$ cat src/rtl/mark_deser_pkg.sv
package mark_deser_pkg;

  typedef struct packed {
    logic ovr;
    logic rdy;
  } deser_flags_t;

  function automatic logic [1:0] flag_bits(deser_flags_t f);
    return {f.ovr, f.rdy};
  endfunction

endpackage

$ cat src/rtl/deser_bitcount.sv
module deser_bitcount #(
  parameter int DATA_W = 8
) (
  input  logic clk,
  input  logic rst,
  input  logic arm,
  input  logic tick,
  output logic wrap
);
  localparam int CW = (DATA_W > 1) ? $clog2(DATA_W) : 1;
  localparam logic [CW-1:0] LAST = CW'(DATA_W - 1);

  logic [CW-1:0] cnt;

  assign wrap = arm && tick && (cnt == LAST);

  always_ff @(posedge clk) begin
    if (rst || !arm) begin
      cnt <= '0;
    end else if (tick) begin
      if (cnt == LAST) cnt <= '0;
      else             cnt <= cnt + 1'b1;
    end
  end


  cnt_wrap_chk: assert property (@(posedge clk) disable iff (rst)
    (arm && tick && cnt == LAST) |=> (cnt == '0));


  cnt_idle_chk: assert property (@(posedge clk) disable iff (rst)
    (!arm) |=> (cnt == '0));

endmodule

$ cat src/rtl/deser_shifter.sv
module deser_shifter #(
  parameter int DATA_W = 8
) (
  input  logic              clk,
  input  logic              rst,
  input  logic              arm,
  input  logic              tick,
  input  logic              din,
  input  logic              wrap,
  output logic [DATA_W-1:0] held,
  output logic              tap,
  output logic              tick_q
);
  logic [DATA_W-1:0] sh;
  logic [DATA_W-1:0] sh_nxt;

  assign sh_nxt = {sh[DATA_W-2:0], din};
  assign tap    = sh[DATA_W-1];

  always_ff @(posedge clk) begin
    if (rst || !arm) begin
      sh <= '0;
    end else if (tick) begin
      sh <= sh_nxt;
    end
  end

  always_ff @(posedge clk) begin
    if (rst) begin
      held <= '0;
    end else if (wrap) begin
      held <= sh_nxt;
    end
  end

  always_ff @(posedge clk) begin
    if (rst) tick_q <= 1'b0;
    else     tick_q <= arm && tick;
  end


  tick_echo_chk: assert property (@(posedge clk) disable iff (rst)
    (arm && tick) |=> tick_q);


  held_stable_chk: assert property (@(posedge clk) disable iff (rst)
    (!wrap) |=> $stable(held));

endmodule

$ cat src/rtl/deser_flags.sv
module deser_flags
  import mark_deser_pkg::*;
(
  input  logic         clk,
  input  logic         rst,
  input  logic         arm,
  input  logic         wrap,
  input  logic         take_data,
  input  logic         take_stat,
  output deser_flags_t flags
);

  always_ff @(posedge clk) begin
    if (rst || !arm) begin
      flags.rdy <= 1'b0;
    end else if (wrap) begin
      flags.rdy <= 1'b1;
    end else if (take_data) begin
      flags.rdy <= 1'b0;
    end
  end

  always_ff @(posedge clk) begin
    if (rst || !arm) begin
      flags.ovr <= 1'b0;
    end else if (wrap && flags.rdy && !take_data) begin
      flags.ovr <= 1'b1;
    end else if (take_stat) begin
      flags.ovr <= 1'b0;
    end
  end


  overrun_set_chk: assert property (@(posedge clk) disable iff (rst)
    (arm && wrap && flags.rdy && !take_data) |=> flags.ovr);


  collide_keep_chk: assert property (@(posedge clk) disable iff (rst)
    (arm && wrap && take_data) |=> flags.rdy);


  read_clear_chk: assert property (@(posedge clk) disable iff (rst)
    (take_data && !wrap) |=> !flags.rdy);


  idle_flags_chk: assert property (@(posedge clk) disable iff (rst)
    (!arm) |=> (!flags.rdy && !flags.ovr));

endmodule

$ cat src/rtl/mark_deser.sv
module mark_deser
  import mark_deser_pkg::*;
#(
  parameter int DATA_W = 8
) (
  input  logic              clk,
  input  logic              rst,
  input  logic              mark_ok,
  input  logic              bit_en,
  input  logic              nrz_in,
  input  logic              rd_data,
  input  logic              rd_stat,
  output logic [DATA_W-1:0] bus_q,
  output logic              bus_oe,
  output logic              crc_bit,
  output logic              crc_tick
);
  localparam int PAD_W = DATA_W - 2;

  logic              wrap;
  logic [DATA_W-1:0] held;
  deser_flags_t      flags;
  logic              take_data;
  logic              take_stat;
  logic [DATA_W-1:0] stat_word;

  assign take_data = rd_data;
  assign take_stat = rd_stat && !rd_data;
  assign stat_word = {{PAD_W{1'b0}}, flag_bits(flags)};

  deser_bitcount #(.DATA_W(DATA_W)) u_cnt (
    .clk  (clk),
    .rst  (rst),
    .arm  (mark_ok),
    .tick (bit_en),
    .wrap (wrap)
  );

  deser_shifter #(.DATA_W(DATA_W)) u_sh (
    .clk    (clk),
    .rst    (rst),
    .arm    (mark_ok),
    .tick   (bit_en),
    .din    (nrz_in),
    .wrap   (wrap),
    .held   (held),
    .tap    (crc_bit),
    .tick_q (crc_tick)
  );

  deser_flags u_flg (
    .clk       (clk),
    .rst       (rst),
    .arm       (mark_ok),
    .wrap      (wrap),
    .take_data (take_data),
    .take_stat (take_stat),
    .flags     (flags)
  );

  always_ff @(posedge clk) begin
    if (rst) begin
      bus_q  <= '0;
      bus_oe <= 1'b0;
    end else if (take_data) begin
      bus_q  <= held;
      bus_oe <= 1'b1;
    end else if (take_stat) begin
      bus_q  <= stat_word;
      bus_oe <= 1'b1;
    end else begin
      bus_q  <= '0;
      bus_oe <= 1'b0;
    end
  end


  bus_idle_chk: assert property (@(posedge clk) disable iff (rst)
    (!rd_data && !rd_stat) |=> (!bus_oe && bus_q == '0));


  data_wins_chk: assert property (@(posedge clk) disable iff (rst)
    (rd_data && rd_stat) |=> (bus_oe && bus_q == $past(held)));

endmodule

$ cat config.mk
export PLATFORM = sky130hd
export DESIGN_NAME = mark_deser
export DESIGN_NICKNAME = d
export VERILOG_FILES = /design/src/rtl/mark_deser_pkg.sv /design/src/rtl/deser_bitcount.sv /design/src/rtl/deser_shifter.sv /design/src/rtl/deser_flags.sv /design/src/rtl/mark_deser.sv
export SDC_FILE = /design/constraint.sdc
export NUM_CORES = 1
export LEC_CHECK = 0
export BUFFER_PORTS_ARGS = -buffer_cell sky130_fd_sc_hd__buf_2
export CAP_MARGIN = 25
export CORE_ASPECT_RATIO = 1.4
export CORE_MARGIN = 4
export CORE_UTILIZATION = 30
export CTS_CLUSTER_DIAMETER = 40
export DETAILED_ROUTE_END_ITERATION = 8
export SYNTH_ARGS = -nofsm -noshare
export SYNTH_HDL_FRONTEND = slang
export SYNTH_HIERARCHICAL = 1
export SYNTH_SLANG_ARGS = --single-unit
$ cat constraint.sdc
create_clock -name clk -period 1.6 [get_ports clk]
set_input_delay 0.24 -clock clk [delete_from_list [all_inputs] [get_ports clk]]
set_output_delay 0.24 -clock clk [all_outputs]
set_load 0.03 [all_outputs]
# Yosys cells after proc, flatten, opt, wreduce, memory -nomap -nowiden
# Cells that the tools add are included.
[classes] shift=0 n_lt_le_gt_ge=0 mux=9 addsub=1 mul=0 reduce_logical=10 eq_ne=1 n_bitwise=0 div_mod_pow=0
[ops] op="$mux 8" count=1
[ops] op="$mux 1" count=6
[ops] op="$logic_and 1x1->1" count=5
[ops] op="$reduce_bool 2->1" count=2
[ops] op="$add 3x1->3 const B" count=1
[ops] op="$eq 3x3->1 const B" count=1
[ops] op="$mux 3" count=1
[ops] op="$logic_not 1->1" count=2
[ops] op="$mux 2" count=1
[ops] op="$logic_or 1x1->1" count=1
[word_totals] wordCells=29 out_inout_bits=11 reg_bits=31 romBits=0 mem_bits_rw=0 latch_bits=0 mem_count=0

# Logic depth before layout (Yosys ltp)
[depth] depth_word=5 ltp_mapped=6 ltp_nobuf=5

# By module
# Netlist, hierarchy kept.
[modules_own_cells] mod="deser_shifter" area_per_inst_um2=619.3 n_inst=1 cells_each=56
[modules_own_cells] mod="mark_deser" area_per_inst_um2=271.5 n_inst=1 cells_each=22
[modules_own_cells] mod="deser_bitcount" area_per_inst_um2=148.9 n_inst=1 cells_each=14
[modules_own_cells] mod="deser_flags" area_per_inst_um2=80.1 n_inst=1 cells_each=9

# Worst setup path before layout
# OpenSTA, ideal clock, no wires.
[synth_path] path_kind="flip-flop to flip-flop" start="register u_cnt.cnt[0]" end="register u_sh.held[0]" arrival_time_ns=1.204 required_time_ns=1.486 slack_ns=0.282 synth_period_minus_slack_ns=1.318 n_path_buf=1 setup_time_ns=0.114 path_stages_with_launch=7 path_cell_list="dfxtp_1 > ha_1 > ha_1 > and3_1 > buf_4 > mux2i_1 > nor2_1"
[synth_between] elab_chain_cells=2
[synth_lines] element="from (decl)" line_no="deser_bitcount.sv:13" rtl="logic [CW-1:0] cnt;"
[synth_lines] element="from (signal assigned)" line_no="deser_bitcount.sv:22" rtl="else cnt <= cnt + 1'b1;"
[synth_lines] element="$eq 3x3->1" line_no="deser_bitcount.sv:15" rtl="assign wrap = arm && tick && (cnt == LAST);"
[synth_lines] element="$logic_and 1x1->1" line_no="deser_bitcount.sv:15"
[synth_lines] element="via wrap" line_no="mark_deser.sv:20" rtl="logic wrap;"
[synth_lines] element="to (signal assigned)" line_no="deser_shifter.sv:32" rtl="held <= sh_nxt;"
[synth_lines] element="to (decl)" line_no="deser_shifter.sv:10" rtl="output logic [DATA_W-1:0] held,"
# The timed path passes the listed nets, and every way through them passes these cells.
# A chain may end at the register's enable or synchronous reset.

# Final worst setup path
[layout_path] start="register u_cnt.cnt[0]" end="register u_sh.held[6]"
# Same word-level chain as after synthesis.

==> results.yml <==
pwr:
  p_int_w: 0.001306
  leakagePower_nw: 0.5979
  p_per_area_nw_per_um2: 1201
  vdd_drop_max_mv: 0.8445
  p_comb_share_pct: 3.9
  clkPwrFrac_pct: 47.9
  p_switching_w: 0.0003108
  seq_power_share_pct: 48.2
  swShare_pct: 19.22
critical_path:
  cp-start-kind: "register"
  worstPathArrival_ns: 1.57
  critPathRequiredTime_ns: 1.76
  cp_slowest_cell: "and3_2"
  cp_num_buf_inv: 0
  crit_chain: "ha_1, ha_1, and3_2, mux2i_1, nor2_1"
  worstReg2RegEnd: "u_sh/held[6]$_SDFFE_PP0P_"
  reg2reg_depth: 5
  ff2ff_setup_slack_ns: 0.19
  crit_path_max_fanout: 10
  endpoint_kind: "register"
  slowest_delay_ns: 0.37
  path_delay_family: "simple AND/OR/NAND/NOR gates"
  worstSetupPathType: "reg -> reg"
  worst_path_most_repeated_cell: "ha_1"
  r2r_start: "u_cnt/cnt[0]$_SDFFE_PP0P_"
die:
  start_util_pct: 31.01
  core_area_um2: 3611
  ios: 18
  dieArea_um2: 4788
  rows: 26
  die_h_um: 80.29
  die_x_um: 59.64
synthesis:
  synth_area_per_cell_um2: 11.09
  yosysWarningCount: 6
  synthCells: 101
  synth_seq_cells: 31
  syn-cell-area_um2: 1120
  synth_cell_types: 18
  synth_nets: 110
  seq_area_frac_synth_pct: 55.42
layout:
  mostFrequentLayoutCells: "dfxtp_1 (31), nor2_1 (21), mux2i_1 (18)"
  antenna_cells: 0
  fin_nets: 131
  utilization_pct: 37.28
  final_cells: 165
  area_delta_synth_final_pct: 20.22
  nFillCells: 371
  layout.area.seq_um2: 620.6
  final_layout_size_suffix_gt1_share_pct: 26.02
  multi_input_area_um2: 451.7
  final_common_cell: "dfxtp_1"
routing:
  post_drt_wl_per_cell_um: 10.57
  drt-total-wl_mm: 1.744
  via_per_inst: 4.273
  route.vias.total: 705
  antenna_left: 0
  remaining_drc_errors: 0
  drt_first_pass_iters: 2
  drtIter0Drc: 7
global_routing:
  grt_pass1_wl_mm: 3.042
  antenna_found_initial: 0
  grt_max_degree: 15
  grt.total_usage_pct: 8.539
  grt_pass1_vias: 718
  gr-total-overflow: 0
sta:
  fin_crit_ns: 1.412
  min_period_over_period_pct: 88.27
  setup-violations-final: 0
  fin_setup_tns_ns: 0
  hold_viol_final: 0
  drv_slew: 0
  worst-slew-pin-transition_ns: 0.2882
  relSlewSlack_pct: 80.79
  clock.fmax_ghz: 0.7081
  grt_setup_unrepaired: "no"
  finalClockSkew_ns: 0.006948
min_path:
  hold_path_class: "in -> reg"
  holdCritStartpoint: "rd_stat"
  whs_path_depth: 3
  hold_end: "bus_oe$_SDFF_PP0_"
run_status:
  status: "finished, final reports clean"
clock_network:
  htreeDepth: 2
  clk_latency_ns: 0.27
  cts_sinks: 31
  numCtsBuffers: 5
  cts_tree: "yes"
  clockBufferDepth: 2
  ctsRootBufferMaster: "clkbuf_8"
  clk_pin_slew_ns: 0.06
place:
  placement.io_buffers: 17
  dp_hpwl_mm: 1.356
  place.gp.congestion: 0.6694
  placedCellCount: 157
flow_run:
  cap_violations: 0
timing repair:
| item | 4_1_cts | 5_1_grt |
|---|---|---|
| gates resized for setup | 0 | 1 |
| buffers inserted | 0 | 0 |
| hold endpoints to repair | 0 | 0 |
| setup endpoints to repair | 0 | 9 |
| hold buffers | 0 | 0 |
worst register-to-register path, delay by kind of cell, from the launching register on:
| kind | cells | cell delay, ns |
|---|---|---|
| adder cells (fa/ha/maj) | 2 | 0.31 |
| multiplexers | 1 | 0.23 |
| flip-flops | 1 | 0.35 |
| AND/OR/NAND/NOR | 2 | 0.42 |
Yosys cell counts:
cell / count / share of area (%)
nand3b_1: 1 / 0.67
a32o_2: 2 / 2.0
buf_4: 2 / 1.3
nand2b_4: 1 / 1.2
mux2i_1: 18 / 16
or3b_1: 1 / 0.78
inv_1: 3 / 1.0
and2_1: 6 / 3.4
nand2b_1: 5 / 2.8
nor2_1: 21 / 7.0
dfxtp_1: 31 / 55
nor2b_4: 1 / 1.2
buf_6: 2 / 2.0
a21oi_1: 2 / 0.89
a21oi_2: 1 / 0.78
ha_1: 2 / 2.2
and3_1: 1 / 0.56
nor2b_1: 1 / 0.56
area by class of cell:
cell class / count / area share [%]
clock buffer: 6 / 6.134
clock inverter: 2 / 2.602
inverter: 3 / 0.8364
multi-input combinational: 63 / 33.55
sequential: 31 / 46.10
tap: 42 / 3.903
timing repair buffer: 18 / 6.877
layer usage:
metal  part of all wire, %  up-vias  global-route usage, %
met5                     0        -                      0
met4                  0.86        0                  4.656
met3                   6.1        2                  4.019
met2                    53       12                  14.44
met1                    40      320                  8.366
li1                      -      371                      -
sequential cells by signal, summed over array words and instances, names as in the netlist:
signal       count
u_sh/held        8
u_sh/tick_q      1
u_sh/sh          8
bus_q            8
u_cnt/cnt        3
bus_oe           1
u_flg/flags      2
metrics by stage:
step / worst slack, ns / hold WS [ns] / cell area (um^2) / total power, W
global route: 0.05928 / 0.2272 / 1346 / 0.001685
detailed placement: 0.02171 / 0.4442 / 1227 / 0.0008602
global placement: 0.09915 / 0.4482 / 1227 / 0.0008584
CTS: 0.02047 / 0.1732 / 1345 / 0.001642
floorplan: 0.2820 / 0.3124 / 1120 / 0.0008421
finish: 0.1878 / 0.1809 / 1346 / 0.001617
worst max-delay path by stage:
stage | start | to | slack [ns] | cells past startpoint
after global routing | u_cnt/cnt[0]$_SDFFE_PP0P_ | u_sh/held[1]$_SDFFE_PP0P_ | 0.06 | 5
after CTS | u_cnt/cnt[0]$_SDFFE_PP0P_ | u_sh/held[6]$_SDFFE_PP0P_ | 0.02 | 5
after detailed placement | u_cnt/cnt[0]$_SDFFE_PP0P_ | u_sh/held[5]$_SDFFE_PP0P_ | 0.02 | 5
after floorplan | u_cnt/cnt[0]$_SDFFE_PP0P_ | u_sh/held[0]$_SDFFE_PP0P_ | 0.28 | 6
after global placement | u_cnt/cnt[0]$_SDFFE_PP0P_ | u_sh/held[6]$_SDFFE_PP0P_ | 0.1 | 5
final | u_cnt/cnt[0]$_SDFFE_PP0P_ | u_sh/held[6]$_SDFFE_PP0P_ | 0.19 | 5
cells by family after synthesis:
logic type | Yosys count | share of synthesized area, %
buffers and inverters | 7 | 4.357
and+or+nand+nor | 38 | 18.21
muxes | 18 | 16.09
DFF | 31 | 55.42
adders and majority gates | 2 | 2.234
AOI/OAI and AO/OA | 5 | 3.687
power by group through the flow:
| stage | combinational (W) | sequential [W] | clock (W) |
|---|---|---|---|
| floorplan | 0.0000403 | 0.000802 | 0 |
| global placement | 0.0000620 | 0.000796 | 0 |
| detailed placement | 0.0000636 | 0.000797 | 0 |
| CTS | 0.0000638 | 0.000779 | 0.000799 |
| global route | 0.0000688 | 0.000779 | 0.000837 |
| finish | 0.0000625 | 0.000779 | 0.000775 |
No activity file was read; power rests on OpenSTA's default activity.
